## config.mk

```make
export PLATFORM = sky130hd
export DESIGN_NAME = mgmt_phy_resp
export DESIGN_NICKNAME = d
export VERILOG_FILES = /design/src/rtl/mgmt_phy_pkg.sv /design/src/rtl/mgmt_cmd_check.sv /design/src/rtl/mgmt_phy_table.sv /design/src/rtl/mgmt_resp_reg.sv /design/src/rtl/mgmt_phy_resp.sv
export SDC_FILE = /design/constraint.sdc
export NUM_CORES = 1
export LEC_CHECK = 0
export BUFFER_PORTS_ARGS = -buffer_cell sky130_fd_sc_hd__buf_2
export CAP_MARGIN = 20
export CORE_MARGIN = 2
export CORE_UTILIZATION = 45
export CTS_BUF_LIST = sky130_fd_sc_hd__clkbuf_8
export DETAILED_ROUTE_END_ITERATION = 6
export MAX_ROUTING_LAYER = met4
export PLACE_DENSITY = 0.75
export SLEW_MARGIN = 20
export SYNTH_ARGS = -nofsm -noshare
export SYNTH_HDL_FRONTEND = slang
export SYNTH_SLANG_ARGS = --single-unit
export TNS_END_PERCENT = 5
```

## constraint.sdc

```tcl
create_clock -name clk -period 2.1 [get_ports clk]
set_input_delay 0.315 -clock clk [delete_from_list [all_inputs] [get_ports clk]]
set_output_delay 0.315 -clock clk [all_outputs]
set_load 0.02 [all_outputs]
```

## src/rtl/mgmt_phy_pkg.sv

```systemverilog
package mgmt_phy_pkg;

  localparam int WORD_W = 32;
  localparam int DATA_W = 16;
  localparam int REGA_W = 5;
  localparam int PHYA_W = 5;
  localparam int NUM_ENTRIES = 6;

  typedef enum logic [1:0] {
    OP_RSV0  = 2'b00,
    OP_WRITE = 2'b01,
    OP_READ  = 2'b10,
    OP_RSV3  = 2'b11
  } mgmt_op_e;

  typedef struct packed {
    logic [1:0]        spare;
    logic              irq_en;
    logic              ready;
    mgmt_op_e          op;
    logic [PHYA_W-1:0] phy;
    logic [REGA_W-1:0] regad;
    logic [DATA_W-1:0] data;
  } mgmt_word_t;

  function automatic logic [REGA_W-1:0] tbl_addr(input int idx);
    logic [REGA_W-1:0] a;
    case (idx)
      0:       a = REGA_W'(1);
      1:       a = REGA_W'(2);
      2:       a = REGA_W'(3);
      3:       a = REGA_W'(10);
      4:       a = REGA_W'(15);
      default: a = REGA_W'(18);
    endcase
    return a;
  endfunction

  function automatic logic [DATA_W-1:0] tbl_value(input int idx);
    logic [DATA_W-1:0] v;
    case (idx)
      0:       v = 16'h796D;
      1:       v = 16'h02A8;
      2:       v = 16'h0380;
      3:       v = 16'h7C00;
      4:       v = 16'h3000;
      default: v = 16'h0180;
    endcase
    return v;
  endfunction

endpackage

```

## src/rtl/mgmt_cmd_check.sv

```systemverilog
module mgmt_cmd_check
  import mgmt_phy_pkg::*;
#(
  parameter int unsigned SUPPORTED_PHY = 1
) (
  input  logic [PHYA_W-1:0] phy,
  input  mgmt_op_e          op,
  input  logic              irq_en,
  output logic              bad_phy,
  output logic              irq_req,
  output logic              is_read
);

  localparam logic [PHYA_W-1:0] PHY_OK = PHYA_W'(SUPPORTED_PHY);

  always_comb begin
    bad_phy = (phy != PHY_OK);
    irq_req = irq_en;
    is_read = (op == OP_READ);
  end

endmodule

```

## src/rtl/mgmt_phy_table.sv

```systemverilog
module mgmt_phy_table
  import mgmt_phy_pkg::*;
(
  input  logic [REGA_W-1:0] regad,
  output logic              hit,
  output logic [DATA_W-1:0] value
);

  logic [NUM_ENTRIES-1:0] match;

  for (genvar gi = 0; gi < NUM_ENTRIES; gi++) begin : g_ent
    assign match[gi] = (regad == tbl_addr(gi));
  end

  always_comb begin
    value = '0;
    for (int i = 0; i < NUM_ENTRIES; i++) begin
      value = value | (match[i] ? tbl_value(i) : '0);
    end
    hit = |match;
  end

endmodule

```

## src/rtl/mgmt_resp_reg.sv

```systemverilog
module mgmt_resp_reg
  import mgmt_phy_pkg::*;
(
  input  logic              clk,
  input  logic              rst_n,
  input  logic              cmd_wr,
  input  mgmt_word_t        cmd_word,
  input  logic              bad_phy,
  input  logic              irq_req,
  input  logic              is_read,
  input  logic              tbl_hit,
  input  logic [DATA_W-1:0] tbl_value,
  output mgmt_word_t        word_q,
  output logic              err_phy_q,
  output logic              err_irq_q,
  output logic              warn_q
);

  mgmt_word_t word_d;
  logic       pend_q, pend_d;
  logic       err_phy_d, err_irq_d, warn_d;
  logic       ld_en;

  assign ld_en = cmd_wr | pend_q;

  always_comb begin
    word_d    = word_q;
    pend_d    = pend_q;
    err_phy_d = err_phy_q;
    err_irq_d = err_irq_q;
    warn_d    = warn_q;
    if (cmd_wr) begin
      word_d       = cmd_word;
      word_d.ready = 1'b0;
      pend_d       = 1'b1;
      err_phy_d    = 1'b0;
      err_irq_d    = 1'b0;
      warn_d       = 1'b0;
    end else if (pend_q) begin
      pend_d       = 1'b0;
      word_d.ready = 1'b1;
      err_phy_d    = bad_phy;
      err_irq_d    = irq_req;
      warn_d       = 1'b0;
      if (!bad_phy && !irq_req && is_read) begin
        word_d.data = tbl_hit ? tbl_value : '0;
        warn_d      = !tbl_hit;
      end
    end
  end

  always_ff @(posedge clk or negedge rst_n) begin
    if (!rst_n) begin
      word_q    <= '0;
      pend_q    <= 1'b0;
      err_phy_q <= 1'b0;
      err_irq_q <= 1'b0;
      warn_q    <= 1'b0;
    end else if (ld_en) begin
      word_q    <= word_d;
      pend_q    <= pend_d;
      err_phy_q <= err_phy_d;
      err_irq_q <= err_irq_d;
      warn_q    <= warn_d;
    end
  end

endmodule

```

## src/rtl/mgmt_phy_resp.sv

```systemverilog
module mgmt_phy_resp
  import mgmt_phy_pkg::*;
#(
  parameter int unsigned SUPPORTED_PHY = 1
) (
  input  logic              clk,
  input  logic              rst_n,
  input  logic              cmd_wr,
  input  logic [WORD_W-1:0] cmd_word,
  output logic [WORD_W-1:0] mgmt_word,
  output logic              err_phy_addr,
  output logic              err_irq_req,
  output logic              warn_unmapped
);

  logic [1:0]        rst_sync_q;
  logic              rst_sync_n;
  mgmt_word_t        word_q;
  logic              bad_phy, irq_req, is_read, tbl_hit;
  logic [DATA_W-1:0] tbl_value;

  always_ff @(posedge clk or negedge rst_n) begin
    if (!rst_n) rst_sync_q <= 2'b00;
    else        rst_sync_q <= {rst_sync_q[0], 1'b1};
  end
  assign rst_sync_n = rst_sync_q[1];

  mgmt_cmd_check #(.SUPPORTED_PHY(SUPPORTED_PHY)) u_check (
    .phy     (word_q.phy),
    .op      (word_q.op),
    .irq_en  (word_q.irq_en),
    .bad_phy (bad_phy),
    .irq_req (irq_req),
    .is_read (is_read)
  );

  mgmt_phy_table u_table (
    .regad (word_q.regad),
    .hit   (tbl_hit),
    .value (tbl_value)
  );

  mgmt_resp_reg u_resp (
    .clk       (clk),
    .rst_n     (rst_sync_n),
    .cmd_wr    (cmd_wr),
    .cmd_word  (mgmt_word_t'(cmd_word)),
    .bad_phy   (bad_phy),
    .irq_req   (irq_req),
    .is_read   (is_read),
    .tbl_hit   (tbl_hit),
    .tbl_value (tbl_value),
    .word_q    (word_q),
    .err_phy_q (err_phy_addr),
    .err_irq_q (err_irq_req),
    .warn_q    (warn_unmapped)
  );

  assign mgmt_word = word_q;

endmodule

```

==> key figures, run 1 <==
Outcome
  – Outcome: complete, no violations

Synthesis
  – Leading area contributor after synthesis: dfrtp_1
  – Yosys reg bits: 38
  – Seq/Total Area, Yosys: 56.21%
  – Post-synth top area share: 56.21%
  – Avg Cell Area, Syn: between 10 and 15 um^2
  – Synth unique cells: 31
  – Gate Count Post-Synth: 151
  – Mapped cell area: 1692 um^2
  – Synth warn: 0
  – Syn_nets: 186
  – Area contributors post-synth: dfrtp_1, mux2_2, nand2_1

GRT
  – Congestion Overflow GR: 0
  – Largest net degree at the start of global routing: 37
  – Global routing usage on met2: 27.04%
  – Vias in the first global route: 1263
  – Met3 GRT Util: 4.452%
  – Layer with the highest usage: met2
  – Initial antenna violation count: 0
  – Total GRT Usage: between 10% and 20%
  – First-pass GRT wire length: 5506 um
  – Met1 Use GR: 22.64%

STA
  – Worst slew pin tran: ~650 ps
  – Fmax: roughly 0.59 GHz
  – Slew Viols, Final: 0
  – Setup violations, final: 0
  – Period minus WS final: 1682 ps
  – Normalized max-slew margin: a little under three fifths
  – Final hold violations: 0
  – RSZ-0062 raised after global routing: false
  – Sum Neg Setup Slack: 0 ps
  – Skew final: 6.138 ps
  – Setup ws final: about 420 ps
  – Period utilisation layout: 80.09%

Clock tree
  – CTS tree: built
  – Clock root buffer: clkbuf_8
  – Post-CTS Setup Inserts: 0
  – Clock-pin slew on the worst setup and hold paths: 70 ps
  – Clock net sink count: 38
  – # hold bufs at CTS: 1
  – Later-pin clock latency in the skew report: 280 ps
  – Clock buffer depth: 2
  – Post-CTS resize count: 0
  – Num CTS Buffers: 5
  – H-tree lvl count: 2

Pwr
  – Sw frac: 28.75%
  – Lkg Pwr: about 1.1 nW
  – Combinational share of power: 20.9%
  – Sw Pwr: 0.4676 mW
  – Reg power frac: 51.9%
  – Peak supply drop: around 0.48 mV
  – PD cells: 748.7 nW/um^2
  – Clock share of power: around 27%
  – Int Power: 1.159 mW
  – Design Power: 1.626 mW

Drt
  – Vias per cell: slightly below 5
  – WL final: 3412 um
  – Vias: 1327
  – Drt pass-1 iters: 4
  – 1st-iter DRT viols: 35
  – ANT nets after route: 0
  – Drc violations: 0
  – Wire per inst: between 10 and 15 um

Placement
  – Inst Count DP: 261
  – Placed Area: 2086 um^2
  – Post-placement setup slack: about 410 ps
  – GP Congestion: 0.7161
  – IO buf count: 68
  – HPWL Detailed: 2522 um

Worst setup path
  – Crit path cell chain: and4bb_4 > nand4_4 > or4_4 > o211ai_1
  – Slowest stage delay, CP: 550 ps
  – Buf+Inv Stages, Crit Path: 0
  – Worst setup EP type: flip-flop
  – CP Launch Type: flip-flop
  – Delay-heaviest family, CP: simple AND/OR/NAND/NOR gates
  – Arrival time worst endpoint: 1880 ps
  – Max Fanout on Critical Path: 11
  – CP Data Required Time: roughly 2300 ps
  – Critical path type: reg -> reg
  – Slowest cell on the critical path: or4_4

Floorplanning
  – Die Ht: 65.31 um
  – Die width: 65.31 um
  – Core region area: roughly 3600 um^2
  – Die area: 4265 um^2
  – # rows: 22
  – I/O pins: 70
  – Initial core utilization: 46.56%

Worst hold path
  – HP Class: reg -> async

Cells and area
  – Layout cell share with drive strength beyond 1: 44.80%
  – Final instance area: 2172 um^2
  – Fin cells: around 270
  – Syn-to-layout area delta: 28.40%
  – # nets final: ~260
  – Ant. Diodes: 0

Flow run
  – Max Cap Violations: 0
## worst paths after layout
check / start / end / slack [ps] / cells after the start
worst max register to register: u_resp.word_q[24] / u_resp.word_q[12] / 420 / 4
min in group clk: cmd_word[9] / u_resp.word_q[9] / 240 / 3
max in group asynchronous: rst_n / rst_sync_q[0] / 1650 / 2
worst min register to register: rst_sync_q[1] / u_resp.err_phy_q / 210 / 1
worst max-delay path: u_resp.word_q[24] / u_resp.word_q[12] / 420 / 4
worst min-delay path: rst_sync_q[1] / u_resp.err_phy_q / 210 / 1
## state kept, by name (all words and copies together) (netlist names)
register and flops:
u_resp.err_irq_q 1, u_resp.word_q 32, u_resp.err_phy_q 1, u_resp.pend_q 1, rst_sync_q 2, u_resp.warn_q 1
## through the flow
stage	hold slack, ps	utilization [%]
final	209.8	59.78
after global placement	102.6	57.40
after floorplan	19.41	-
after detailed placement	104.1	57.40
after global routing	234.6	59.78
after CTS	216.2	59.78
## worst reg2reg max path: cells and delay by family (launching register included)
family | cells | cell delay (ps)
and+or+nand+nor | 3 | 1130
DFF | 1 | 390
AOI/OAI and AO/OA | 1 | 90
## cells by family (layout without fill, tap and decap cells)
| kind of cell | Yosys count | in the layout | share of synthesized area, % |
|---|---|---|---|
| simple gates | 48 | 48 | 14.94 |
| flops | 38 | 38 | 56.21 |
| compound gates | 25 | 25 | 9.172 |
| mux | 23 | 23 | 14.72 |
| buf+inv | 14 | 84 | 3.698 |
| xor+xnor | 2 | 2 | 1.036 |
| other cells | 1 | 1 | 0.2217 |
## final cells by class
cell class / instances / area (um^2)
Fill cell: 336 / 1461
Sequential cell: 38 / 950.9
Multi-Input combinational cell: 99 / 678.2
Timing Repair Buffer: 76 / 402.9
Clock buffer: 5 / 68.82
Tap cell: 48 / 60.06
Clock inverter: 2 / 7.507
Inverter: 1 / 3.754
## cells in the mapped netlist
library cell / number
nand2_1: 22
buf_2: 5
dfrtp_1: 38
mux2i_1: 8
a211oi_1: 2
nor4_1: 1
and3_1: 1
nand4_4: 1
o211ai_1: 2
mux2_2: 15
and4bb_4: 1
nand3b_1: 2
nor2_1: 12
nor3_1: 2
a31oi_1: 1
o21a_1: 1
or3b_2: 1
o21ai_0: 12
buf_4: 1
or3_1: 1
nor4b_1: 2
o41a_1: 1
a21oi_1: 3
conb_1: 1
nand2b_1: 1
inv_1: 1
or4_4: 1
a2bb2oi_1: 2
a21boi_0: 1
clkbuf_1: 7
xnor2_1: 2
## cells in the final DEF, fill, tap and decap left out, drive strengths merged, types with 3 or more instances in the layout
master	count
buf	75
dfrtp	38
nand2	22
mux2	15
nor2	12
o21ai	12
mux2i	8
clkbuf	5
inv	3
a21oi	3
## power by group through the flow
| stage | Combinational, mW | Sequential [mW] | Clock (mW) |
|---|---|---|---|
| 2_1_floorplan | 0.142 | 0.930 | 0 |
| 3_3_place_gp | 0.337 | 0.854 | 0 |
| 3_5_place_dp | 0.342 | 0.858 | 0 |
| 4_1_cts | 0.344 | 0.844 | 0.465 |
| 5_1_grt | 0.370 | 0.853 | 0.501 |
| 6_report | 0.339 | 0.843 | 0.443 |
## per-layer routing
metal  up-vias  wire length [um]
met5         -                 0
met4         0                 8
met3         2               216
met2        50              1565
met1       616              1621
li1        659                 -
Power figures use the tool's default switching activity.
==> inputs of run 2 (changes only) <==
==> constraint.sdc (replaced) <==
create_clock -name clk -period 1.65 [get_ports clk]
set_input_delay 0.2475 -clock clk [delete_from_list [all_inputs] [get_ports clk]]
set_output_delay 0.2475 -clock clk [all_outputs]
set_load 0.02 [all_outputs]
==> run 2 against run 1 <==
Worst setup slack got worse by 370 ps. Routed wire length rose by 2.5%. Clock-buffer cell count rose by 1. Hold slack worse by 41 ps. Final cell count increased by 1.5%. Die area is the same. Sequential cell count unchanged. Largest cell class unchanged. Clock power increased by 46%. Combinational power grew 29%.
==> key figures, run 2 (same netlist as run 1, synthesis figures left out) <==
Floorplanning
  – Core region area: 3633 um^2 (unchanged)
  – Die width: 65.31 um (unchanged)
  – Initial core utilization: 46.56% (unchanged)
  – Die Ht: 65.31 um (unchanged)
  – I/O pins: 70 (unchanged)
  – # rows: 22 (unchanged)
  – Die area: 4265 um^2 (unchanged)

STA
  – Sum Neg Setup Slack: 0 ps (unchanged)
  – Skew final: 3.801 ps (was 6.138 ps)
  – Fmax: 0.6246 GHz (was 0.5946 GHz)
  – RSZ-0062 raised after global routing: true (was false)
  – Worst hold slack: 168.8 ps (was 209.8 ps)
  – Slew Viols, Final: 0 (unchanged)
  – Period utilisation layout: 97.04% (was 80.09%)
  – Setup violations, final: 0 (unchanged)
  – Period minus WS final: 1601 ps (was 1682 ps)
  – Final hold violations: 0 (unchanged)

Worst setup path
  – Reg2Reg Depth: 4 (unchanged)
  – Reg2reg start: u_resp.word_q[22] (was u_resp.word_q[24])
  – Critical path type: reg -> reg (unchanged)
  – CP startpoint: u_resp.word_q[22] (was u_resp.word_q[24])
  – Crit path cell chain: and4bb_4 > nand4_4 > or4_4 > o211ai_1 (unchanged)
  – Worst R2R End: u_resp.word_q[13] (was u_resp.word_q[12])
  – Crit path capture: u_resp.word_q[13] (was u_resp.word_q[12])
  – CP Launch Type: flip-flop (unchanged)
  – Worst setup EP type: flip-flop (unchanged)
  – Arrival time worst endpoint: 1810 ps (was 1880 ps)
  – Slowest cell on the critical path: or4_4 (unchanged)
  – Slowest stage delay, CP: 520 ps (was 550 ps)
  – FF-to-FF setup slack: 50 ps (was 420 ps)
  – CP Data Required Time: 1860 ps (was 2300 ps)
  – Max Fanout on Critical Path: 7 (was 11)

Cells and area
  – Most common cell after layout, fill and taps aside: buf_2 (unchanged)
  – Ant. Diodes: 0 (unchanged)
  – Layout cell share with drive strength beyond 1: 47.56% (was 44.80%)
  – Largest register FFs: 32 (unchanged)
  – Final instance area: 2222 um^2 (was 2172 um^2)
  – # nets final: 259 (was 256)
  – Top Registers: u_resp.word_q x32, rst_sync_q x2 (unchanged)
  – Register name with the most flops: u_resp.word_q (unchanged)
  – Fin cells: 273 (was 269)
  – Syn-to-layout area delta: 31.36% (was 28.40%)
  – Commonest non-fill, non-tap cells in the layout: buf_2, dfrtp_1, nand2_1, mux2_2 (unchanged)

Drt
  – Top layer in use: met4 (unchanged)
  – Vias per cell: 4.890 (was 4.933)
  – Vias: 1335 (was 1327)
  – 1st-iter DRT viols: 57 (was 35)
  – Wire per inst: 12.81 um (was 12.68 um)
  – Drc violations: 0 (unchanged)
  – Met1 wire length: 1587 um (was 1621 um)
  – Met2 wire len: 1619 um (was 1565 um)
  – Drt pass-1 iters: 4 (unchanged)
  – Wire length on met3: 254 um (was 216 um)
  – WL final: 3498 um (was 3412 um)
  – ANT nets after route: 0 (unchanged)

Clock tree
  – H-tree lvl count: 2 (unchanged)
  – Clock root buffer: clkbuf_8 (unchanged)
  – CTS tree: built (unchanged)
  – Clock net sink count: 38 (unchanged)
  – Num CTS Buffers: 5 (unchanged)
  – Clock buffer depth: 2 (unchanged)
  – Post-CTS Setup Inserts: 0 (unchanged)
  – Clock-pin slew on the worst setup and hold paths: 70 ps (about the same)
  – Later-pin clock latency in the skew report: 290 ps (was 280 ps)

GRT
  – First-pass GRT wire length: 6147 um (was 5506 um)
  – Congestion Overflow GR: 0 (unchanged)
  – Vias in the first global route: 1334 (was 1263)
  – Largest net degree at the start of global routing: 27 (was 37)
  – Total GRT Usage: 19.52% (was 17.42%)
  – Initial antenna violation count: 0 (unchanged)

Placement
  – IO buf count: 68 (unchanged)
  – HPWL Detailed: 2637 um (was 2522 um)
  – Placed Area: 2110 um^2 (was 2086 um^2)
  – GP Congestion: 0.7228 (was 0.7161)
  – Inst Count DP: 264 (was 261)

Pwr
  – PD cells: 971.4 nW/um^2 (was 748.7 nW/um^2)
  – Lkg Pwr: 1.132 nW (was 1.111 nW)
  – Design Power: 2.159 mW (was 1.626 mW)
  – Peak supply drop: 0.7219 mV (was 0.4753 mV)

Worst hold path
  – HP Class: in -> reg (was reg -> async)
  – HP Start: cmd_word[15]

Outcome
  – Outcome: complete, no violations (unchanged)

Flow run
  – Max Cap Violations: 0 (unchanged)
[run 2: timing repair]
| item | 4_1_cts | 5_1_grt |
|---|---|---|
| endpoints found under the hold margin | 2 | 0 |
| hold buffers | 1 | 0 |
| setup endpoints to repair | 0 | 5 |
| gates resized for setup | 0 | 2 |
[run 2: worst min path at each step]
stage,endpoint,slack (ps),cells past startpoint
global route,u_resp.word_q[5],170,3
finish,u_resp.word_q[15],170,3
detailed placement,rst_sync_q[1],30,1
global placement,rst_sync_q[0],30,1
floorplan,rst_sync_q[0],-50,0
CTS,u_resp.word_q[3],150,3
[run 2: area by class of cell]
type	instances	area, um^2
clock buffers	6	82.58
clock inverters	2	8.758
fillers	352	1411
inverters	1	3.754
multi-input cells	99	689.4
flip-flops and latches	38	952.2
well taps	48	60.06
repair buffers	79	425.4
[run 2: through the flow]
stage	util [%]	setup slack [ps]
2_1_floorplan	-	-18.83
3_3_place_gp	58.06	70.95
3_5_place_dp	58.06	40.74
4_1_cts	60.85	27.88
5_1_grt	61.16	-11.82
6_report	61.16	48.86
[run 2: per-layer routing]
metal | up-vias | GRT usage [%]
met2 | 52 | 30.48
met4 | 0 | 6.250
met1 | 614 | 24.27
met5 | - | -
met3 | 4 | 6.336
li1 | 665 | -
[run 2: critical path: cells and delay by family (launching register included)]
kind | cells | cell delay (ps)
AND/OR/NAND/NOR | 3 | 1030
flip-flops | 1 | 400
AO/OA/AOI/OAI | 1 | 90
[run 2: power by group]
| group | leakage (nW) | total, mW | internal [mW] | switching (mW) |
|---|---|---|---|---|
| sequential | 0.452 | 1.07 | 1.01 | 0.0607 |
| combinational | 0.628 | 0.439 | 0.188 | 0.252 |
| clock | 0.0524 | 0.645 | 0.331 | 0.315 |
| total | 1.13 | 2.16 | 1.53 | 0.627 |
==> inputs of run 3 (changes only) <==
==> constraint.sdc (replaced) <==
create_clock -name clk -period 1.5 [get_ports clk]
set_input_delay 0.225 -clock clk [delete_from_list [all_inputs] [get_ports clk]]
set_output_delay 0.225 -clock clk [all_outputs]
set_load 0.02 [all_outputs]
==> run 3 against run 2 <==
The run now ends with negative setup slack left. Combinational power is 21% higher. Clock skew increased by 5.3 ps. Critical path depth did not move. Sequential power is 9% higher. Fmax up 5.5%. Final cell count grew 2.9%. Critical path type unchanged. Largest cell class unchanged.
==> key figures, run 3 (same netlist as run 1, synthesis figures left out) <==
Outcome
  – Outcome: complete, but fails checks (was complete, no violations)
  – Failing checks: negative setup slack

Clock tree
  – Clock-pin slew on the worst setup and hold paths: 80 ps (was 70 ps)
  – Clock root buffer: clkbuf_8 (unchanged)
  – Clock net sink count: 38 (unchanged)
  – H-tree lvl count: 2 (unchanged)
  – Clock buffer depth: 2 (unchanged)
  – CTS tree: built (unchanged)
  – Num CTS Buffers: 5 (unchanged)
  – Later-pin clock latency in the skew report: 290 ps (about the same)

Pwr
  – Reg power frac: 48.9% (was 49.7%)
  – Combinational share of power: 22.2% (was 20.4%)
  – Lkg Pwr: 1.180 nW (was 1.132 nW)
  – Peak supply drop: 0.7792 mV (was 0.7219 mV)
  – Sw Pwr: 0.6879 mW (was 0.6269 mW)
  – Sw frac: 28.71% (was 29.04%)
  – Design Power: 2.396 mW (was 2.159 mW)
  – PD cells: 1042 nW/um^2 (was 971.4 nW/um^2)
  – Clock share of power: 28.9% (was 29.9%)
  – Int Power: 1.708 mW (was 1.532 mW)

Floorplanning
  – # rows: 22 (unchanged)
  – Die Ht: 65.31 um (unchanged)
  – Initial core utilization: 46.56% (unchanged)
  – Die area: 4265 um^2 (unchanged)
  – Die width: 65.31 um (unchanged)
  – I/O pins: 70 (unchanged)
  – Core region area: 3633 um^2 (unchanged)

STA
  – Fmax: 0.6589 GHz (was 0.6246 GHz)
  – Slew Viols, Final: 0 (unchanged)
  – RSZ-0062 raised after global routing: true (unchanged)
  – Final hold violations: 0 (unchanged)
  – Skew final: 9.089 ps (was 3.801 ps)
  – Period minus WS final: 1518 ps (was 1601 ps)
  – Setup violations, final: 1 (was 0)
  – Period utilisation layout: 101.2% (was 97.04%)
  – Setup ws final: -17.60 ps (was 48.86 ps)

Cells and area
  – # nets final: 268 (was 259)
  – Syn-to-layout area delta: 35.95% (was 31.36%)
  – Ant. Diodes: 0 (unchanged)
  – Register name with the most flops: u_resp.word_q (unchanged)
  – Most common cell after layout, fill and taps aside: buf_2 (unchanged)
  – Commonest non-fill, non-tap cells in the layout: buf_2, dfrtp_1, nand2_1, buf_4, mux2_2 (was buf_2, dfrtp_1, nand2_1, mux2_2)
  – Largest register FFs: 32 (unchanged)
  – Layout cell share with drive strength beyond 1: 49.36% (was 47.56%)
  – Final instance area: 2300 um^2 (was 2222 um^2)
  – Filler instances: 316 (was 352)
  – Top Registers: u_resp.word_q x32, rst_sync_q x2 (unchanged)
  – Final Util: 63.29% (was 61.16%)

GRT
  – Initial antenna violation count: 0 (unchanged)
  – Vias in the first global route: 1338 (was 1334)
  – Largest net degree at the start of global routing: 27 (unchanged)
  – First-pass GRT wire length: 5927 um (was 6147 um)
  – Congestion Overflow GR: 0 (unchanged)
  – Total GRT Usage: 18.70% (was 19.52%)

Worst setup path
  – Arrival time worst endpoint: 1700 ps (was 1810 ps)
  – Max Fanout on Critical Path: 6 (was 7)
  – CP Data Required Time: 1680 ps (was 1860 ps)
  – CP startpoint: u_resp.word_q[22] (unchanged)
  – Critical path type: reg -> reg (unchanged)
  – Reg2reg start: u_resp.word_q[22] (unchanged)
  – Worst setup EP type: flip-flop (unchanged)
  – CP Launch Type: flip-flop (unchanged)

Drt
  – Vias: 1394 (was 1335)
  – Drc violations: 0 (unchanged)
  – 1st-iter DRT viols: 45 (was 57)
  – Drt pass-1 iters: 4 (unchanged)
  – ANT nets after route: 0 (unchanged)
  – Wire per inst: 12.59 um (was 12.81 um)
  – Vias per cell: 4.961 (was 4.890)
  – WL final: 3539 um (was 3498 um)

Placement
  – Post-placement setup slack: -57.63 ps (was 40.74 ps)
  – Placed Area: 2177 um^2 (was 2110 um^2)
  – IO buf count: 68 (unchanged)
  – GP Congestion: 0.7299 (was 0.7228)
  – HPWL Detailed: 2645 um (was 2637 um)

Flow run
  – Max Cap Violations: 0 (unchanged)

Worst hold path
  – HP Start: cmd_word[9] (was cmd_word[15])
  – HP Class: in -> reg (unchanged)
-- run 3: repair_timing --
item | 4_1_cts | 5_1_grt
gates resized for setup | 3 | 4
hold buffers | 1 | 0
setup endpoints to repair | 9 | 14
buffers inserted | 0 | 0
endpoints found under the hold margin | 2 | 0
pin swaps | 7 | 0
-- run 3: path summary, 6_finish.rpt --
path | endpoint | slack, ps | cells after the start
setup / recovery | u_resp.word_q[7] | -20 | 4
hold / removal | u_resp.word_q[9] | 140 | 3
setup reg to reg | u_resp.word_q[7] | -20 | 4
hold reg to reg | u_resp.word_q[21] | 190 | 1
max in group asynchronous | u_resp.word_q[7] | 1030 | 1
min in group asynchronous | u_resp.word_q[21] | 190 | 1
-- run 3: critical path, stage by stage (launching register included) --
cell	delay (ps)
dfrtp_1	380
and4bb_4	350
nand4_4	140
or3_1	360
o21a_1	180
-- run 3: per-layer routing --
metal  track usage, %  part of all wire, %  vias to the layer above
li1                 -                    -                      684
met1            23.93                   46                      652
met2            29.97                   46                       53
met3            3.253                  6.3                        5
met4            7.031                  1.5                        0
met5                -                    0                        -
-- run 3: area by class of cell --
type	count	area, um^2	share of cell area (%)
Clock buffer	6	82.58	3.591
Sequential cell	38	952.2	41.40
Inverter	1	3.754	0.1632
Tap cell	48	60.06	2.612
Clock inverter	1	3.754	0.1632
Timing Repair Buffer	88	496.7	21.60
Multi-Input combinational cell	99	700.7	30.47
-- run 3: power groups by stage --
stage | combinational [mW] | clock [mW] | sequential [mW]
floorplan | 0.199 | 0 | 1.30
global placement | 0.515 | 0 | 1.19
detailed placement | 0.522 | 0 | 1.19
CTS | 0.532 | 0.712 | 1.17
global route | 0.579 | 0.759 | 1.19
finish | 0.531 | 0.693 | 1.17
-- run 3: metrics by stage --
stage	TNS [ps]	hold slack, ps	instances
3_3_place_gp	-291.8	12.29	273
3_5_place_dp	-374.0	12.51	273
2_1_floorplan	-1332	-70.59	151
4_1_cts	-39.82	136.7	281
6_report	-17.60	141.4	281
5_1_grt	-449.4	146.0	281
